$ cat src/rtl/sflash_pkg.sv
package sflash_pkg;
  localparam logic [7:0] CMD_RD_STAT  = 8'h05;
  localparam logic [7:0] CMD_WR_EN    = 8'h06;
  localparam logic [7:0] CMD_WR_DIS   = 8'h04;
  localparam logic [7:0] CMD_WR_STAT  = 8'h01;
  localparam logic [7:0] CMD_PROG     = 8'h02;
  localparam logic [7:0] CMD_SEC_ERS  = 8'hD8;
  localparam logic [7:0] CMD_BULK_ERS = 8'hC7;

  typedef struct packed {
    logic setWel;
    logic clrWel;
    logic loadStat;
  } ctlStrobe_t;
endpackage

$ cat src/rtl/sflash_dp.sv
module sflash_dp
  import sflash_pkg::*;
#(
  parameter int ADDR_W = 24,
  parameter int CNT_W  = 12
) (
  input  logic             clk,
  input  logic             rstN,
  input  logic             sclk,
  input  logic             csN,
  input  logic             mosi,
  input  logic             wip,
  input  ctlStrobe_t       strobe,
  output logic             miso,
  output logic             cmdEnd,
  output logic [7:0]       opcode,
  output logic [CNT_W-1:0] bitCnt,
  output logic             wel,
  output logic             srwd,
  output logic [2:0]       bpVal,
  output logic             protHit,
  output logic [7:0]       statusByte
);
  localparam int HDR_BITS    = 8 + ADDR_W;
  localparam int REGION_BITS = 6;
  localparam int REGION_CNT  = 1 << REGION_BITS;
  localparam int IDX_W       = REGION_BITS + 1;

  logic sclkQ, csQ, sclkRise, sclkFall;
  logic [HDR_BITS-1:0] shiftReg, nextShift;
  logic [ADDR_W-1:0] addrReg;
  logic rdActive, misoReg, tbBit;
  logic [2:0] outIdx;
  logic [7:0] snap;

  always_ff @(posedge clk or negedge rstN) begin
    if (!rstN) begin
      sclkQ <= 1'b0;
      csQ   <= 1'b1;
    end else begin
      sclkQ <= sclk;
      csQ   <= csN;
    end
  end

  assign sclkRise  = sclk & ~sclkQ & ~csN;
  assign sclkFall  = ~sclk & sclkQ & ~csN;
  assign cmdEnd    = csN & ~csQ;
  assign nextShift = {shiftReg[HDR_BITS-2:0], mosi};

  // serial shifter, frame counter and status streaming
  always_ff @(posedge clk or negedge rstN) begin
    if (!rstN) begin
      shiftReg <= '0;
      bitCnt   <= '0;
      opcode   <= '0;
      addrReg  <= '0;
      rdActive <= 1'b0;
      outIdx   <= 3'd7;
      snap     <= '0;
      misoReg  <= 1'b0;
    end else if (csN) begin
      bitCnt   <= '0;
      rdActive <= 1'b0;
      outIdx   <= 3'd7;
      misoReg  <= 1'b0;
    end else if (sclkRise) begin
      shiftReg <= nextShift;
      if (bitCnt != '1) bitCnt <= bitCnt + 1'b1;
      if (bitCnt == CNT_W'(7)) begin
        opcode   <= nextShift[7:0];
        rdActive <= (nextShift[7:0] == CMD_RD_STAT);
      end
      if (bitCnt == CNT_W'(HDR_BITS - 1)) addrReg <= nextShift[ADDR_W-1:0];
    end else if (sclkFall && rdActive) begin
      if (outIdx == 3'd7) begin
        snap    <= statusByte;
        misoReg <= statusByte[7];
      end else begin
        misoReg <= snap[outIdx];
      end
      outIdx <= outIdx - 3'd1;
    end
  end

  // status bits
  always_ff @(posedge clk or negedge rstN) begin
    if (!rstN) begin
      wel   <= 1'b0;
      srwd  <= 1'b0;
      tbBit <= 1'b0;
      bpVal <= '0;
    end else begin
      if (strobe.setWel) wel <= 1'b1;
      else if (strobe.clrWel) wel <= 1'b0;
      if (strobe.loadStat) begin
        srwd  <= shiftReg[7];
        tbBit <= shiftReg[5];
        bpVal <= shiftReg[4:2];
      end
    end
  end

  assign statusByte = {srwd, 1'b0, tbBit, bpVal, wel, wip};
  assign miso       = misoReg;

  // protected region decode
  logic [IDX_W-1:0] blkIdx, nProt;
  assign blkIdx = {1'b0, addrReg[ADDR_W-1 -: REGION_BITS]};

  always_comb begin
    case (bpVal)
      3'd0:    nProt = '0;
      3'd7:    nProt = IDX_W'(REGION_CNT);
      default: nProt = IDX_W'(1) << (bpVal - 3'd1);
    endcase
    if (tbBit) protHit = (blkIdx < nProt);
    else       protHit = (blkIdx >= (IDX_W'(REGION_CNT) - nProt));
  end
endmodule

$ cat src/rtl/sflash_ctl.sv
module sflash_ctl
  import sflash_pkg::*;
#(
  parameter int BUSY_CYCLES = 64,
  parameter int CNT_W       = 12,
  parameter int HDR_BITS    = 32
) (
  input  logic             clk,
  input  logic             rstN,
  input  logic             cmdEnd,
  input  logic [7:0]       opcode,
  input  logic [CNT_W-1:0] bitCnt,
  input  logic             wel,
  input  logic             srwd,
  input  logic             wpN,
  input  logic [2:0]       bpVal,
  input  logic             protHit,
  output logic             wip,
  output ctlStrobe_t       strobe
);
  localparam int TMR_W = $clog2(BUSY_CYCLES + 1);

  logic [TMR_W-1:0] tmr;
  logic isMod, blocked, acceptNow, lenByte, lenStat, lenAddr, lenProg;

  assign lenByte = (bitCnt == CNT_W'(8));
  assign lenStat = (bitCnt == CNT_W'(16));
  assign lenAddr = (bitCnt == CNT_W'(HDR_BITS));
  assign lenProg = (bitCnt >= CNT_W'(HDR_BITS)) && (bitCnt[2:0] == 3'd0);

  always_comb begin
    isMod   = 1'b0;
    blocked = 1'b0;
    case (opcode)
      CMD_WR_STAT:  begin isMod = lenStat; blocked = srwd & ~wpN;     end
      CMD_PROG:     begin isMod = lenProg; blocked = protHit;         end
      CMD_SEC_ERS:  begin isMod = lenAddr; blocked = protHit;         end
      CMD_BULK_ERS: begin isMod = lenByte; blocked = (bpVal != 3'd0); end
      default: ;
    endcase
  end

  assign acceptNow = cmdEnd && !wip && isMod && wel && !blocked;

  always_comb begin
    strobe = '0;
    if (cmdEnd && !wip) begin
      if (opcode == CMD_WR_EN && lenByte) strobe.setWel = 1'b1;
      if (opcode == CMD_WR_DIS && lenByte) strobe.clrWel = 1'b1;
      if (isMod && wel && blocked) strobe.clrWel = 1'b1;
      if (acceptNow && opcode == CMD_WR_STAT) strobe.loadStat = 1'b1;
    end
    if (wip && tmr == '0) strobe.clrWel = 1'b1;
  end

  always_ff @(posedge clk or negedge rstN) begin
    if (!rstN) begin
      wip <= 1'b0;
      tmr <= '0;
    end else if (acceptNow) begin
      wip <= 1'b1;
      tmr <= TMR_W'(BUSY_CYCLES - 1);
    end else if (wip) begin
      if (tmr == '0) wip <= 1'b0;
      else           tmr <= tmr - 1'b1;
    end
  end
endmodule

$ cat src/rtl/sflash_status_ctrl.sv
module sflash_status_ctrl
  import sflash_pkg::*;
#(
  parameter int ADDR_W      = 24,
  parameter int BUSY_CYCLES = 64,
  parameter int CNT_W       = 12
) (
  input  logic clk,
  input  logic rstN,
  input  logic spiClk,
  input  logic spiCsN,
  input  logic spiMosi,
  output logic spiMiso,
  input  logic wpN
);
  localparam int HDR_BITS = 8 + ADDR_W;

  ctlStrobe_t       strobe;
  logic             wip, cmdEnd, wel, srwd, protHit;
  logic [7:0]       opcode, statusByte;
  logic [CNT_W-1:0] bitCnt;
  logic [2:0]       bpVal;

  sflash_dp #(.ADDR_W(ADDR_W), .CNT_W(CNT_W)) dp_i (
    .clk(clk), .rstN(rstN), .sclk(spiClk), .csN(spiCsN), .mosi(spiMosi),
    .wip(wip), .strobe(strobe), .miso(spiMiso), .cmdEnd(cmdEnd),
    .opcode(opcode), .bitCnt(bitCnt), .wel(wel), .srwd(srwd),
    .bpVal(bpVal), .protHit(protHit), .statusByte(statusByte)
  );

  sflash_ctl #(.BUSY_CYCLES(BUSY_CYCLES), .CNT_W(CNT_W), .HDR_BITS(HDR_BITS)) ctl_i (
    .clk(clk), .rstN(rstN), .cmdEnd(cmdEnd), .opcode(opcode), .bitCnt(bitCnt),
    .wel(wel), .srwd(srwd), .wpN(wpN), .bpVal(bpVal), .protHit(protHit),
    .wip(wip), .strobe(strobe)
  );
endmodule

$ cat config.mk
export PLATFORM = sky130hd
export DESIGN_NAME = sflash_status_ctrl
export DESIGN_NICKNAME = d
export VERILOG_FILES = /design/src/rtl/sflash_pkg.sv /design/src/rtl/sflash_dp.sv /design/src/rtl/sflash_ctl.sv /design/src/rtl/sflash_status_ctrl.sv
export SDC_FILE = /design/constraint.sdc
export NUM_CORES = 1
export LEC_CHECK = 0
export BUFFER_PORTS_ARGS = -buffer_cell sky130_fd_sc_hd__buf_2
export CAP_MARGIN = 20
export CORE_MARGIN = 1
export CORE_UTILIZATION = 35
export DETAILED_ROUTE_END_ITERATION = 10
export GPL_TIMING_DRIVEN = 0
export SLEW_MARGIN = 20
export SYNTH_ARGS = -nofsm -noshare
export SYNTH_HDL_FRONTEND = slang
export SYNTH_HIERARCHICAL = 1
export SYNTH_SLANG_ARGS = --single-unit
$ cat constraint.sdc
create_clock -name clk -period 4.5 [get_ports clk]
set_input_delay 1.35 -clock clk [delete_from_list [all_inputs] [get_ports clk]]
set_output_delay 1.35 -clock clk [all_outputs]
set_load 0.005 [all_outputs]
* Yosys cells after proc, flatten, opt, wreduce, memory -nomap -nowiden
Cells that the tools add are included.
Widths: inputs -> output; s select.
** Cells by class
- Magnitude comparators :: 4
- Multiplexer cells :: 33
- Divide/modulo/power cells :: 0
- Multiply operators :: 0
- Add/subtract/negate cells :: 5
- Reduce and logical (&&, ||, !) cells :: 33
- Bitwise gates (word level) :: 12
- Equality and inequality tests :: 17
- Shifts and indexed selects :: 1
** Operators by type and width (number)
- $mux 12 :: 3
- $eq 12x5->1 const B :: 2
- $eq 8x3->1 const B :: 3
- $mux 7 :: 3
- $mux 1 :: 19
- $eq 8x8->1 const B :: 2
- $pmux 7 s2 :: 1
- $add 12x1->12 const B :: 1
- $eq 12x3->1 const B :: 1
- $eq 12x4->1 const B :: 1
- $eq 12x6->1 const B :: 1
- $ge 12x6->1 const B :: 1
- $logic_and 1x1->1 :: 12
- $mux 3 :: 4
- $ne 12x12->1 const B :: 1
- $reduce_bool 2->1 :: 6
- $reduce_and 2->1 :: 5
- $eq 8x1->1 const B :: 1
- $eq 8x2->1 const B :: 1
- $ge 6x7->1 :: 1
- $logic_not 7->1 :: 1
- $lt 6x7->1 :: 1
- $shl 1x3->7 const A :: 1
- $sub 7x1->7 const B :: 1
- other kinds (17) :: 32
** Storage, ports and cells
- Memory bits (writable) :: 0
- Register bits :: 95
- ROM bits :: 0
- Output and inout port bits :: 1
- Bits in latches :: 0
- Memories :: 0
- Input bits :: 6

* Longest topological paths before layout
Gate-level depths: netlist of run 1.
- Depth after elaboration :: 15
- Depth in mapped cells :: 16

* By module
Netlist of run 1, hierarchy kept.
** By module, submodules not included
- sflash_dp :: instances 1, area an instance 3489.6 sq um, cells each 291
- sflash_ctl :: instances 1, area an instance 695.7 sq um, cells each 79

* Least setup slack after synthesis of run 1
No wires, ideal clock.
- Kind :: register to register
- Start :: register dp_i.bpVal[0]
- End :: register dp_i.bpVal[0]
- Path slack :: 935 ps
- Data arrival time :: 3441 ps
- Stages on the path, launching flop included :: 14
- Path buffers :: 1
- Library setup time :: 125 ps
- Cell sequence :: dfrtp_1 > clkbuf_1 > nor3b_1 > inv_1 > ha_1 > xnor2_1 > ha_1 > a21o_1 > a31oi_1 > o21ai_0 > a221o_1 > a22o_1 > nor4_1 > mux2_2
** RTL lines
- start, declared :: line sflash_dp.sv:20 : output logic [2:0] bpVal,
- start signal, assigned :: line sflash_dp.sv:99 : bpVal <= shiftReg[4:2];

==> metrics.md, run 1 <==
| Metric | Value |
|---|---|
| Mapped Nets | 384 |
| # port buffers | 6 |
| Starting density of the core | 35.9% |
| Slowest-stage cell, CP | nor4_2 |
| Clock buffer depth | 2 |
| Reg2Reg Depth | 13 |
| Gate Count Post-Synth | 361 |
| Htree depth | 3 |
| Status | complete, no violations |
| Post-CTS Hold Buffers | 0 |
| Crit. Startpoint | dp_i/bpVal[0] |
| Hold Vio Cnt, Final | 0 |
| Avg WL per Cell | 14.9 um |
| Post-place setup slack | 0.361 ns |
| Drt pass-1 iters | 4 |
| CP Data Arrival Time | 4.02 ns |
| Maxcap violations | 0 |
| DRT iter0 DRCs | 161 |
| Core Footprint | 11500 um^2 |
| Skew final | 0.00679 ns |
| LEAKAGE | 2.07 nW |
| Met1 usage in global routing | 17.2% |
| Hold crit path type | reg -> reg |
| Full die area | 12200 um^2 |
| RD Place Congestion | 0.769 |
| Root Buffer | clkbuf_16 |
| Req. time, crit path | 4.72 ns |
| Post-CTS setup buffers | 0 |
| DRC | 0 |
| R2R Path Start | dp_i/bpVal[0] |
| Worst-path maximum fanout | 10 |
| # setup viols final | 0 |
| Setup crit end kind | flip-flop |
| Antenna Diode Count | 0 |
| Highest clock rate | 263 MHz |
| Total GRT Usage | 13.7% |
| Largest net degree at the start of global routing | 57 |
| Drt via density | 5.38 |
| Global Route met2 Usage | 22.6% |
| Grt met3 use | 3.29% |
| CP cell instances | clkbuf_1, nor3b_1, inv_1, ha_1, xnor2_1, ha_1, a21o_1, a31oi_1, o21ai_0, a221o_1, a22o_1, nor4_2, mux2_2 |
| Power per cell area | 337 nW/um^2 |
| WP depth | 13 |
| Critical path type | reg -> reg |
| Final setup margin | 0.696 ns |
| Estimated wirelength of the detail-placed design | 5.64 mm |
| Die X | 111 um |
| Reg2Reg Capture Point | dp_i/bpVal[1] |
| Fin nets | 402 |
| Sink Count | 77 |
| Worst slew pin tran | 0.601 ns |
| Vias | 2834 |
| Yosys warning total | 6 |
| Mean post-synth cell area | 11.4 um^2 |
| Worst skew pair latency | 0.34 ns |
| Worst path bufs/invs | 2 |
| Die Y | 111 um |
| Worst path top cell family by delay | compound AO/OA/AOI/OAI gates |
| CTS tree | built |
| Min cycle time layout | 3.80 ns |
| Setup_tns | 0 ns |
| DRT Wirelength | 7.84 mm |
| Layout cell share with drive strength beyond 1 | 27.9% |
| Io pins | 7 |
| Cell area after synthesis | 4120 um^2 |
| Final ANT Viol Nets | 0 |
| GRT busiest layer | met2 |
| R2r setup slk | 0.70 ns |
| Grt ovf | 0 |
| Initial antenna violation count | 0 |
| RSZ-0062 raised after global routing | no |
| Slew Viols, Final | 0 |
| Slowest Stage Delay on Critical Path | 0.50 ns |
| TritonCTS buffer count | 9 |
| Row cnt | 39 |
| Final period util | 84.5% |
| Vias in the first global route | 2774 |
| CP Launch Type | flip-flop |
| Clk slew on worst S/H paths | 0.06 ns |
| Worst setup endpoint | dp_i/bpVal[1] |
| Cell mode on critical path | ha_1 |
| First-pass GRT wire length | 13.4 mm |
| Rel. slew slack | 59.7% |
| Worst VDD drop | 0.000247 V |
| Synth-to-layout area growth | 13.2% |
layout by cell type, fill, tap and decap left out, types with 3 or more instances in the layout:
| cell | n |
|---|---|
| nor4_1 | 6 |
| nand2b_1 | 7 |
| inv_6 | 4 |
| nand4_1 | 5 |
| a21oi_1 | 13 |
| or4_1 | 4 |
| nand2_1 | 23 |
| dfstp_2 | 4 |
| nand3b_1 | 5 |
| buf_6 | 4 |
| o21ai_0 | 18 |
| mux2_2 | 45 |
| buf_2 | 8 |
| nand3_1 | 8 |
| a21o_1 | 3 |
| xor2_1 | 4 |
| mux2_4 | 6 |
| inv_1 | 15 |
| nor3_1 | 10 |
| clkbuf_16 | 9 |
| clkbuf_1 | 3 |
| nor2_1 | 14 |
| or3_1 | 8 |
| o31ai_1 | 3 |
| xnor2_1 | 5 |
| ha_1 | 17 |
| dfrtp_1 | 73 |
| nor2b_1 | 5 |
| nor3b_1 | 4 |
| a31oi_1 | 3 |
layout make-up:
class / count / area (um^2)
fillers: 1097 / 6800
multi-input cells: 258 / 2060
flip-flops and latches: 77 / 1930
clock buffers: 9 / 225
well taps: 143 / 179
plain buffers: 11 / 78.8
clock inverters: 7 / 73.8
repair buffers: 7 / 60.1
inverters: 15 / 56.3
stage by stage:
stage                     total power [mW]  instances  util, %  hold WS [ns]  cell area (um^2)
after floorplan                      0.824        361        -         0.471              4120
after global placement               0.865        510     37.8         0.483              4330
after detailed placement             0.874        511     38.0         0.491              4360
after CTS                             1.60        527     40.6         0.505              4660
after global routing                  1.64        527     40.7         0.509              4670
final                                 1.57        527     40.7         0.500              4670
timing repair:
action | 4_1_cts | 5_1_grt
endpoints found under the setup margin | 0 | 5
resized for setup | 0 | 1
endpoints found under the hold margin | 0 | 0
worst register-to-register path, stage by stage, from the launching register on:
cell	delay [ns]
dfrtp_1	0.35
clkbuf_1	0.33
nor3b_1	0.31
inv_1	0.08
ha_1	0.25
xnor2_1	0.19
ha_1	0.27
a21o_1	0.18
a31oi_1	0.13
o21ai_0	0.11
a221o_1	0.34
a22o_1	0.25
nor4_2	0.50
mux2_2	0.40
worst min path at each step:
stage | startpoint | endpoint | depth (start not counted)
after floorplan | dp_i/wel | dp_i/wel | 1
after global placement | dp_i/snap[0] | dp_i/snap[0] | 1
after detailed placement | dp_i/shiftReg[16] | dp_i/shiftReg[17] | 1
after CTS | dp_i/shiftReg[16] | dp_i/shiftReg[17] | 1
after global routing | dp_i/snap[2] | dp_i/snap[2] | 1
final | dp_i/shiftReg[16] | dp_i/shiftReg[17] | 1
state kept, by name, indices dropped and copies added (netlist names):
| name | count |
|---|---|
| dp_i/addrReg | 6 |
| dp_i/wel | 1 |
| dp_i/bitCnt | 12 |
| dp_i/csQ | 1 |
| ctl_i/wip | 1 |
| dp_i/outIdx | 3 |
| dp_i/opcode | 8 |
| dp_i/miso | 1 |
| ctl_i/tmr | 7 |
| dp_i/snap | 7 |
| dp_i/bpVal | 3 |
| dp_i/rdActive | 1 |
| dp_i/srwd | 1 |
| dp_i/tbBit | 1 |
| dp_i/sclkQ | 1 |
| dp_i/shiftReg | 23 |
routing by layer:
metal	vias to the layer above	routed length (um)
li1	1377	-
met1	1423	3620
met2	23	3900
met3	11	166
met4	0	148
met5	-	0
power by group:
group	switching, mW	internal, mW	leakage (nW)
clock	0.318	0.394	0.148
sequential	0.0463	0.731	1.03
combinational	0.0391	0.0450	0.899
total	0.403	1.17	2.07
No activity file was read; power rests on OpenSTA's default activity.
==> run 2: changes to the inputs <==
Clock period 4.5 ns to 3.8 ns, I/O delays scaled along.
==> metrics.md, run 2 (same netlist as run 1, synthesis figures left out) <==
| Metric | Value |
|---|---|
| LEAKAGE | 2.08 nW (was 2.07 nW) |
| Sink Count | 77 (unchanged) |
| Final ANT Viol Nets | 0 (unchanged) |
| Total power | 1.86 mW (was 1.57 mW) |
| Slowest-stage cell, CP | dfrtp_1 (was nor4_2) |
| Max FFs per register | 23 (unchanged) |
| # port buffers | 6 (unchanged) |
| Starting density of the core | 35.9% (unchanged) |
| R2r setup slk | 0.27 ns (was 0.70 ns) |
| Slowest Stage Delay on Critical Path | 0.40 ns (was 0.50 ns) |
| CP Launch Type | flip-flop (unchanged) |
| Setup crit end kind | flip-flop (unchanged) |
| Worst VDD drop | 0.000290 V (was 0.000247 V) |
| Post-CTS Hold Buffers | 0 (unchanged) |
| CTS tree | built (unchanged) |
| Reg area | 1930 um^2 (unchanged) |
| Worst skew pair latency | 0.34 ns (about the same) |
| Worst slew pin tran | 0.599 ns (was 0.601 ns) |
| Hold crit path type | reg -> reg (unchanged) |
| Cell mode on critical path | ha_1 (unchanged) |
| Vias | 2839 (was 2834) |
| Fin nets | 402 (unchanged) |
| Estimated wirelength of the detail-placed design | 5.64 mm (unchanged) |
| Synth-to-layout area growth | 13.5% (was 13.2%) |
| RD Place Congestion | 0.769 (unchanged) |
| Worst-path maximum fanout | 10 (unchanged) |
| Clock buffer depth | 2 (unchanged) |
| Post-place setup slack | -0.339 ns (was 0.361 ns) |
| Slew Viols, Final | 0 (unchanged) |
| Die X | 111 um (unchanged) |
| Clk slew on worst S/H paths | 0.06 ns (about the same) |
| Drt via density | 5.39 (was 5.38) |
| Hold depth | 1 (unchanged) |
| Status | complete, no violations (unchanged) |
| Final setup margin | 0.274 ns (was 0.696 ns) |
| CP Data Arrival Time | 3.75 ns (was 4.02 ns) |
| Most common library cell in the layout ignoring fill and taps | dfrtp_1 (unchanged) |
| Highest clock rate | 284 MHz (was 263 MHz) |
| Antenna Diode Count | 0 (unchanged) |
| Hold path start | dp_i/shiftReg[16] (unchanged) |
| Final period util | 92.8% (was 84.5%) |
| Worst path top cell family by delay | compound AO/OA/AOI/OAI gates (unchanged) |
| Drt pass-1 iters | 4 (unchanged) |
| Root Buffer | clkbuf_16 (unchanged) |
| Core Util, Final | 40.8% (was 40.7%) |
| Maxcap violations | 0 (unchanged) |
| Biggest register | dp_i/shiftReg (unchanged) |
| Layout Cells excl Fill | 527 (unchanged) |
| DRT iter0 DRCs | 153 (was 161) |
| Largest regs | dp_i/shiftReg: 23 flops, dp_i/bitCnt: 12 flops, dp_i/opcode: 8 flops (unchanged) |
| Area of the multi-input gates | 2070 um^2 (was 2060 um^2) |
| First-pass GRT wire length | 13.4 mm (about the same) |
| DRC | 0 (unchanged) |
| Filler instances | 1095 (was 1097) |
| Setup_tns | 0 ns (unchanged) |
| Reg2Reg Depth | 14 (was 13) |
| Core Footprint | 11500 um^2 (unchanged) |
| Critical path type | reg -> reg (unchanged) |
| TritonCTS buffer count | 9 (unchanged) |
| Rel. slew slack | 59.9% (was 59.7%) |
| Commonest cells after routing, fill and taps aside | dfrtp_1 (73), mux2_2 (45), nand2_1 (23), o21ai_0 (18), ha_1 (17) (unchanged) |
| Vias in the first global route | 2782 (was 2774) |
| # setup viols final | 0 (unchanged) |
| DP Cell Count | 511 (unchanged) |
| Layout cell share with drive strength beyond 1 | 28.1% (was 27.9%) |
| Req. time, crit path | 4.02 ns (was 4.72 ns) |
| Initial antenna violation count | 0 (unchanged) |
| R2R Path Start | dp_i/bpVal[1] (was dp_i/bpVal[0]) |
| CP cell instances | clkbuf_1, nor3b_1, inv_1, ha_1, xnor2_1, ha_1, a21o_1, a31oi_1, o21ai_0, a221o_1, a22o_1, nor4_4, buf_4, mux2_2 (was clkbuf_1, nor3b_1, inv_1, ha_1, xnor2_1, ha_1, a21o_1, a31oi_1, o21ai_0, a221o_1, a22o_1, nor4_2, mux2_2) |
| Io pins | 7 (unchanged) |
| Total GRT Usage | 13.8% (was 13.7%) |
| RSZ-0062 raised after global routing | no (unchanged) |
| Min cycle time layout | 3.53 ns (was 3.80 ns) |
| Worst path bufs/invs | 3 (was 2) |
| Skew final | 0.00676 ns (was 0.00679 ns) |
| Row cnt | 39 (unchanged) |
| Hold Vio Cnt, Final | 0 (unchanged) |
| Grt ovf | 0 (unchanged) |
| DRT Wirelength | 7.88 mm (was 7.84 mm) |
| Htree depth | 3 (unchanged) |
| Die Y | 111 um (unchanged) |
| Largest net degree at the start of global routing | 57 (unchanged) |
| Power per cell area | 399 nW/um^2 (was 337 nW/um^2) |
| Hold EP | dp_i/shiftReg[17] (unchanged) |
| Reg2Reg Capture Point | dp_i/bpVal[1] (unchanged) |
| Avg WL per Cell | 14.9 um (about the same) |
| Full die area | 12200 um^2 (unchanged) |
==> run 2: cell types whose count changed in the layout (fill, tap and decap cells not counted) <==
cell	change
buf_4	+1
clkbuf_1	-1
nor4_2	-1
nor4_4	+1
==> run 2: final cells by class <==
type | count | area share, %
well taps | 143 | 3.82
repair buffers | 8 | 1.44
clock buffers | 9 | 4.81
flip-flops and latches | 77 | 41.3
inverters | 15 | 1.20
clock inverters | 7 | 1.58
plain buffers | 10 | 1.60
multi-input cells | 258 | 44.2
==> run 2: stage by stage <==
stage	area (um^2)	hold slack, ns
after floorplan	4120	0.471
after global placement	4330	0.483
after detailed placement	4360	0.491
after CTS	4670	0.505
after global routing	4680	0.509
final	4680	0.502
==> run 2: layer usage <==
layer	routed length, um	vias to the layer above	global-route usage, %
li1	-	1381	-
met1	3620	1418	17.2
met2	3920	29	22.7
met3	173	11	3.29
met4	165	0	5.87
met5	0	-	0
==> run 2: worst max path at each step <==
stage | startpoint | to | cells after the start
global placement | dp_i/bpVal[0] | dp_i/bpVal[1] | 13
CTS | dp_i/bpVal[0] | dp_i/bpVal[1] | 13
finish | dp_i/bpVal[1] | dp_i/bpVal[1] | 14
floorplan | dp_i/bpVal[0] | dp_i/bpVal[0] | 13
detailed placement | dp_i/bpVal[0] | dp_i/bpVal[1] | 13
global route | dp_i/bpVal[2] | dp_i/bpVal[1] | 14
==> run 2: report_power, final <==
| group | internal [mW] | switching, mW | total, mW |
|---|---|---|---|
| combinational | 0.0533 | 0.0465 | 0.0998 |
| sequential | 0.866 | 0.0548 | 0.921 |
| clock | 0.466 | 0.378 | 0.844 |
==> run 2: what timing repair did <==
| item | 4_1_cts | 5_1_grt |
|---|---|---|
| setup buffers | 0 | 1 |
| pin swaps | 0 | 1 |
| gates resized for setup | 2 | 0 |
| gates cloned | 0 | 0 |
| endpoints found under the hold margin | 0 | 0 |
| setup endpoints to repair | 5 | 5 |
==> run 2: worst reg2reg max path: stages (launching register included) <==
cell      delay [ns]
dfrtp_1         0.40
clkbuf_1        0.23
nor3b_1         0.32
inv_1           0.08
ha_1            0.25
xnor2_1         0.20
ha_1            0.27
a21o_1          0.18
a31oi_1         0.13
o21ai_0         0.11
a221o_1         0.35
a22o_1          0.27
nor4_4          0.13
buf_4           0.18
mux2_2          0.34
==> run 3: changes to the inputs <==
Settings changed: BUFFER_PORTS_ARGS -buffer_cell sky130_fd_sc_hd__buf_2 to not set, CELL_PAD_IN_SITES_DETAIL_PLACEMENT set to 1, CELL_PAD_IN_SITES_GLOBAL_PLACEMENT set to 1, DONT_BUFFER_PORTS set to 1, PLACE_DENSITY_LB_ADDON set to 0.1, REMOVE_ABC_BUFFERS set to 1.
==> metrics.md, run 3 (same netlist as run 1, synthesis figures left out) <==
| Metric | Value |
|---|---|
| Status | complete, no violations (unchanged) |
| Row cnt | 39 (unchanged) |
| Worst slew pin tran | 0.674 ns (was 0.599 ns) |
| # port buffers | 0 (was 6) |
| Largest regs | dp_i/shiftReg: 23 flops, dp_i/bitCnt: 12 flops, dp_i/opcode: 8 flops (unchanged) |
| Core Footprint | 11500 um^2 (unchanged) |
| Htree depth | 3 (unchanged) |
| Vias in the first global route | 2905 (was 2782) |
| Max FFs per register | 23 (unchanged) |
| Vias | 2759 (was 2839) |
| Clock buffer depth | 2 (unchanged) |
| Slowest-stage cell, CP | dfrtp_1 (unchanged) |
| Layout cell share with drive strength beyond 1 | 26.0% (was 28.1%) |
| Fin nets | 385 (was 402) |
| Req. time, crit path | 4.01 ns (was 4.02 ns) |
| Antenna Diode Count | 0 (unchanged) |
| Cell mode on critical path | ha_1 (unchanged) |
| Hold Vio Cnt, Final | 0 (unchanged) |
| Skew final | 0.00817 ns (was 0.00676 ns) |
| Full die area | 12200 um^2 (unchanged) |
| Synth-to-layout area growth | 10.2% (was 13.5%) |
| Root Buffer | clkbuf_16 (unchanged) |
| Met1 usage in global routing | 21.8% (was 17.2%) |
| Core Util, Final | 39.6% (was 40.8%) |
| Biggest register | dp_i/shiftReg (unchanged) |
| Slowest Stage Delay on Critical Path | 0.54 ns (was 0.40 ns) |
| Critical path type | reg -> reg (unchanged) |
| Drt via density | 5.42 (was 5.39) |
| TritonCTS buffer count | 9 (unchanged) |
| Die Y | 111 um (unchanged) |
| Worst path top cell family by delay | compound AO/OA/AOI/OAI gates (unchanged) |
| First-pass GRT wire length | 14.8 mm (was 13.4 mm) |
| RD Place Congestion | 0.729 (was 0.769) |
| Die X | 111 um (unchanged) |
| Io pins | 7 (unchanged) |
| Min cycle time layout | 3.48 ns (was 3.53 ns) |
| GRT busiest layer | met2 (unchanged) |
| Hold crit path type | in -> async (was reg -> reg) |
| Final period util | 91.6% (was 92.8%) |
| Grt met3 use | 3.18% (was 3.29%) |
| Fin area | 4540 um^2 (was 4680 um^2) |
| Setup crit end kind | flip-flop (unchanged) |
| Estimated wirelength of the detail-placed design | 5.90 mm (was 5.64 mm) |
| Commonest cells after routing, fill and taps aside | dfrtp_1 (72), mux2_2 (45), nand2_1 (23), o21ai_0 (18), ha_1 (17) (was dfrtp_1 (73), mux2_2 (45), nand2_1 (23), o21ai_0 (18), ha_1 (17)) |
| Worst-path maximum fanout | 15 (was 10) |
| CP Launch Type | flip-flop (unchanged) |
| Initial antenna violation count | 0 (unchanged) |
| LEAKAGE | 1.99 nW (was 2.08 nW) |
| Filler instances | 1221 (was 1095) |
| Starting density of the core | 35.9% (unchanged) |
| Worst path bufs/invs | 1 (was 3) |
| CP cell instances | nor3b_2, inv_1, ha_1, xnor2_1, ha_1, a21o_1, a31oi_1, o21ai_0, a221o_1, a22o_1, nor4_4, mux2_2 (was clkbuf_1, nor3b_1, inv_1, ha_1, xnor2_1, ha_1, a21o_1, a31oi_1, o21ai_0, a221o_1, a22o_1, nor4_4, buf_4, mux2_2) |
| Drt pass-1 iters | 4 (unchanged) |
| Slew Viols, Final | 0 (unchanged) |
| Rel. slew slack | 54.7% (was 59.9%) |
| Global Route met2 Usage | 22.9% (was 22.7%) |
| Worst skew pair latency | 0.34 ns (about the same) |
| Sink Count | 77 (unchanged) |
| R2R Path Start | dp_i/bpVal[2] (was dp_i/bpVal[1]) |
| DRT iter0 DRCs | 95 (was 153) |
| Largest net degree at the start of global routing | 78 (was 57) |
| CTS tree | built (unchanged) |
| Grt ovf | 0 (unchanged) |
| CP Data Arrival Time | 3.69 ns (was 3.75 ns) |
| Clk slew on worst S/H paths | 0.06 ns (about the same) |
| Maxcap violations | 0 (unchanged) |
| Reg2Reg Capture Point | dp_i/bpVal[0] (was dp_i/bpVal[1]) |
| Total GRT Usage | 15.3% (was 13.8%) |
| Placed instance area | 4240 um^2 (was 4360 um^2) |
| Most common library cell in the layout ignoring fill and taps | dfrtp_1 (unchanged) |
| Final ANT Viol Nets | 0 (unchanged) |
| Worst VDD drop | 0.000257 V (was 0.000290 V) |
| RSZ-0062 raised after global routing | no (unchanged) |
| Avg WL per Cell | 16.8 um (was 14.9 um) |
| Highest clock rate | 287 MHz (was 284 MHz) |
| R2r setup slk | 0.32 ns (was 0.27 ns) |
| Reg2Reg Depth | 12 (was 14) |
| Setup_tns | 0 ns (unchanged) |
| # setup viols final | 0 (unchanged) |
| Power per cell area | 392 nW/um^2 (was 399 nW/um^2) |
| DRT Wirelength | 8.54 mm (was 7.88 mm) |
| DRC | 0 (unchanged) |
[run 3: cell types whose count changed in the layout (fill, tap and decap cells not counted), moves of 2 or more]
| cell | before | now |
|---|---|---|
| inv_8 | 2 | 0 |
| buf_2 | 8 | 0 |
| buf_4 | 3 | 0 |
| clkbuf_1 | 2 | 0 |
| inv_6 | 4 | 1 |
| buf_6 | 4 | 1 |
| clkinvlp_4 | 0 | 3 |
[run 3: layout make-up]
class | instances | area (um^2) | area share (%)
Tap cell | 143 | 179 | 3.94
Timing Repair Buffer | 1 | 11.3 | 0.248
Inverter | 15 | 56.3 | 1.24
Sequential cell | 77 | 1930 | 42.6
Multi-Input combinational cell | 258 | 2090 | 45.9
Clock inverter | 5 | 36.3 | 0.799
Clock buffer | 10 | 239 | 5.26
[run 3: metal layers]
metal / vias up / wire length, um / share of wire (%)
li1: 1335 / - / -
met1: 1398 / 4430 / 52
met2: 13 / 3830 / 45
met3: 13 / 140 / 1.6
met4: 0 / 131 / 1.5
met5: - / 0 / 0
[run 3: where the power goes]
group / switching [mW] / internal, mW / total [mW]
registers: 0.0538 / 0.867 / 0.920
clock network: 0.337 / 0.457 / 0.794
logic: 0.0226 / 0.0453 / 0.0679
total: 0.413 / 1.37 / 1.78
[run 3: what timing repair did]
| item | 4_1_cts | 5_1_grt |
|---|---|---|
| pin swaps | 0 | 1 |
| gates resized for setup | 2 | 2 |
| gates cloned | 0 | 0 |
| setup buffers | 0 | 0 |
| endpoints found under the setup margin | 5 | 5 |
| hold buffers | 0 | 0 |
[run 3: per-stage QoR]
stage / total power, mW / hold slack (ns) / worst slack, ns / instances
after detailed placement: 1.00 / 0.494 / -0.337 / 494
after global routing: 1.86 / 0.478 / 0.0376 / 509
after CTS: 1.81 / 0.482 / 0.114 / 509
after floorplan: 0.969 / 0.471 / 0.362 / 350
final: 1.78 / 0.493 / 0.321 / 509
after global placement: 0.999 / 0.487 / -0.277 / 493
[run 3: how the worst max path moves through the flow]
| stage | depth (start not counted) | from | to |
|---|---|---|---|
| final | 12 | dp_i/bpVal[2] | dp_i/bpVal[0] |
| after global routing | 12 | dp_i/bpVal[2] | dp_i/tbBit |
| after CTS | 12 | dp_i/bpVal[0] | dp_i/bpVal[0] |
| after detailed placement | 12 | dp_i/bpVal[0] | dp_i/bpVal[0] |
| after global placement | 12 | dp_i/bpVal[0] | dp_i/tbBit |
| after floorplan | 12 | dp_i/bpVal[2] | dp_i/bpVal[0] |
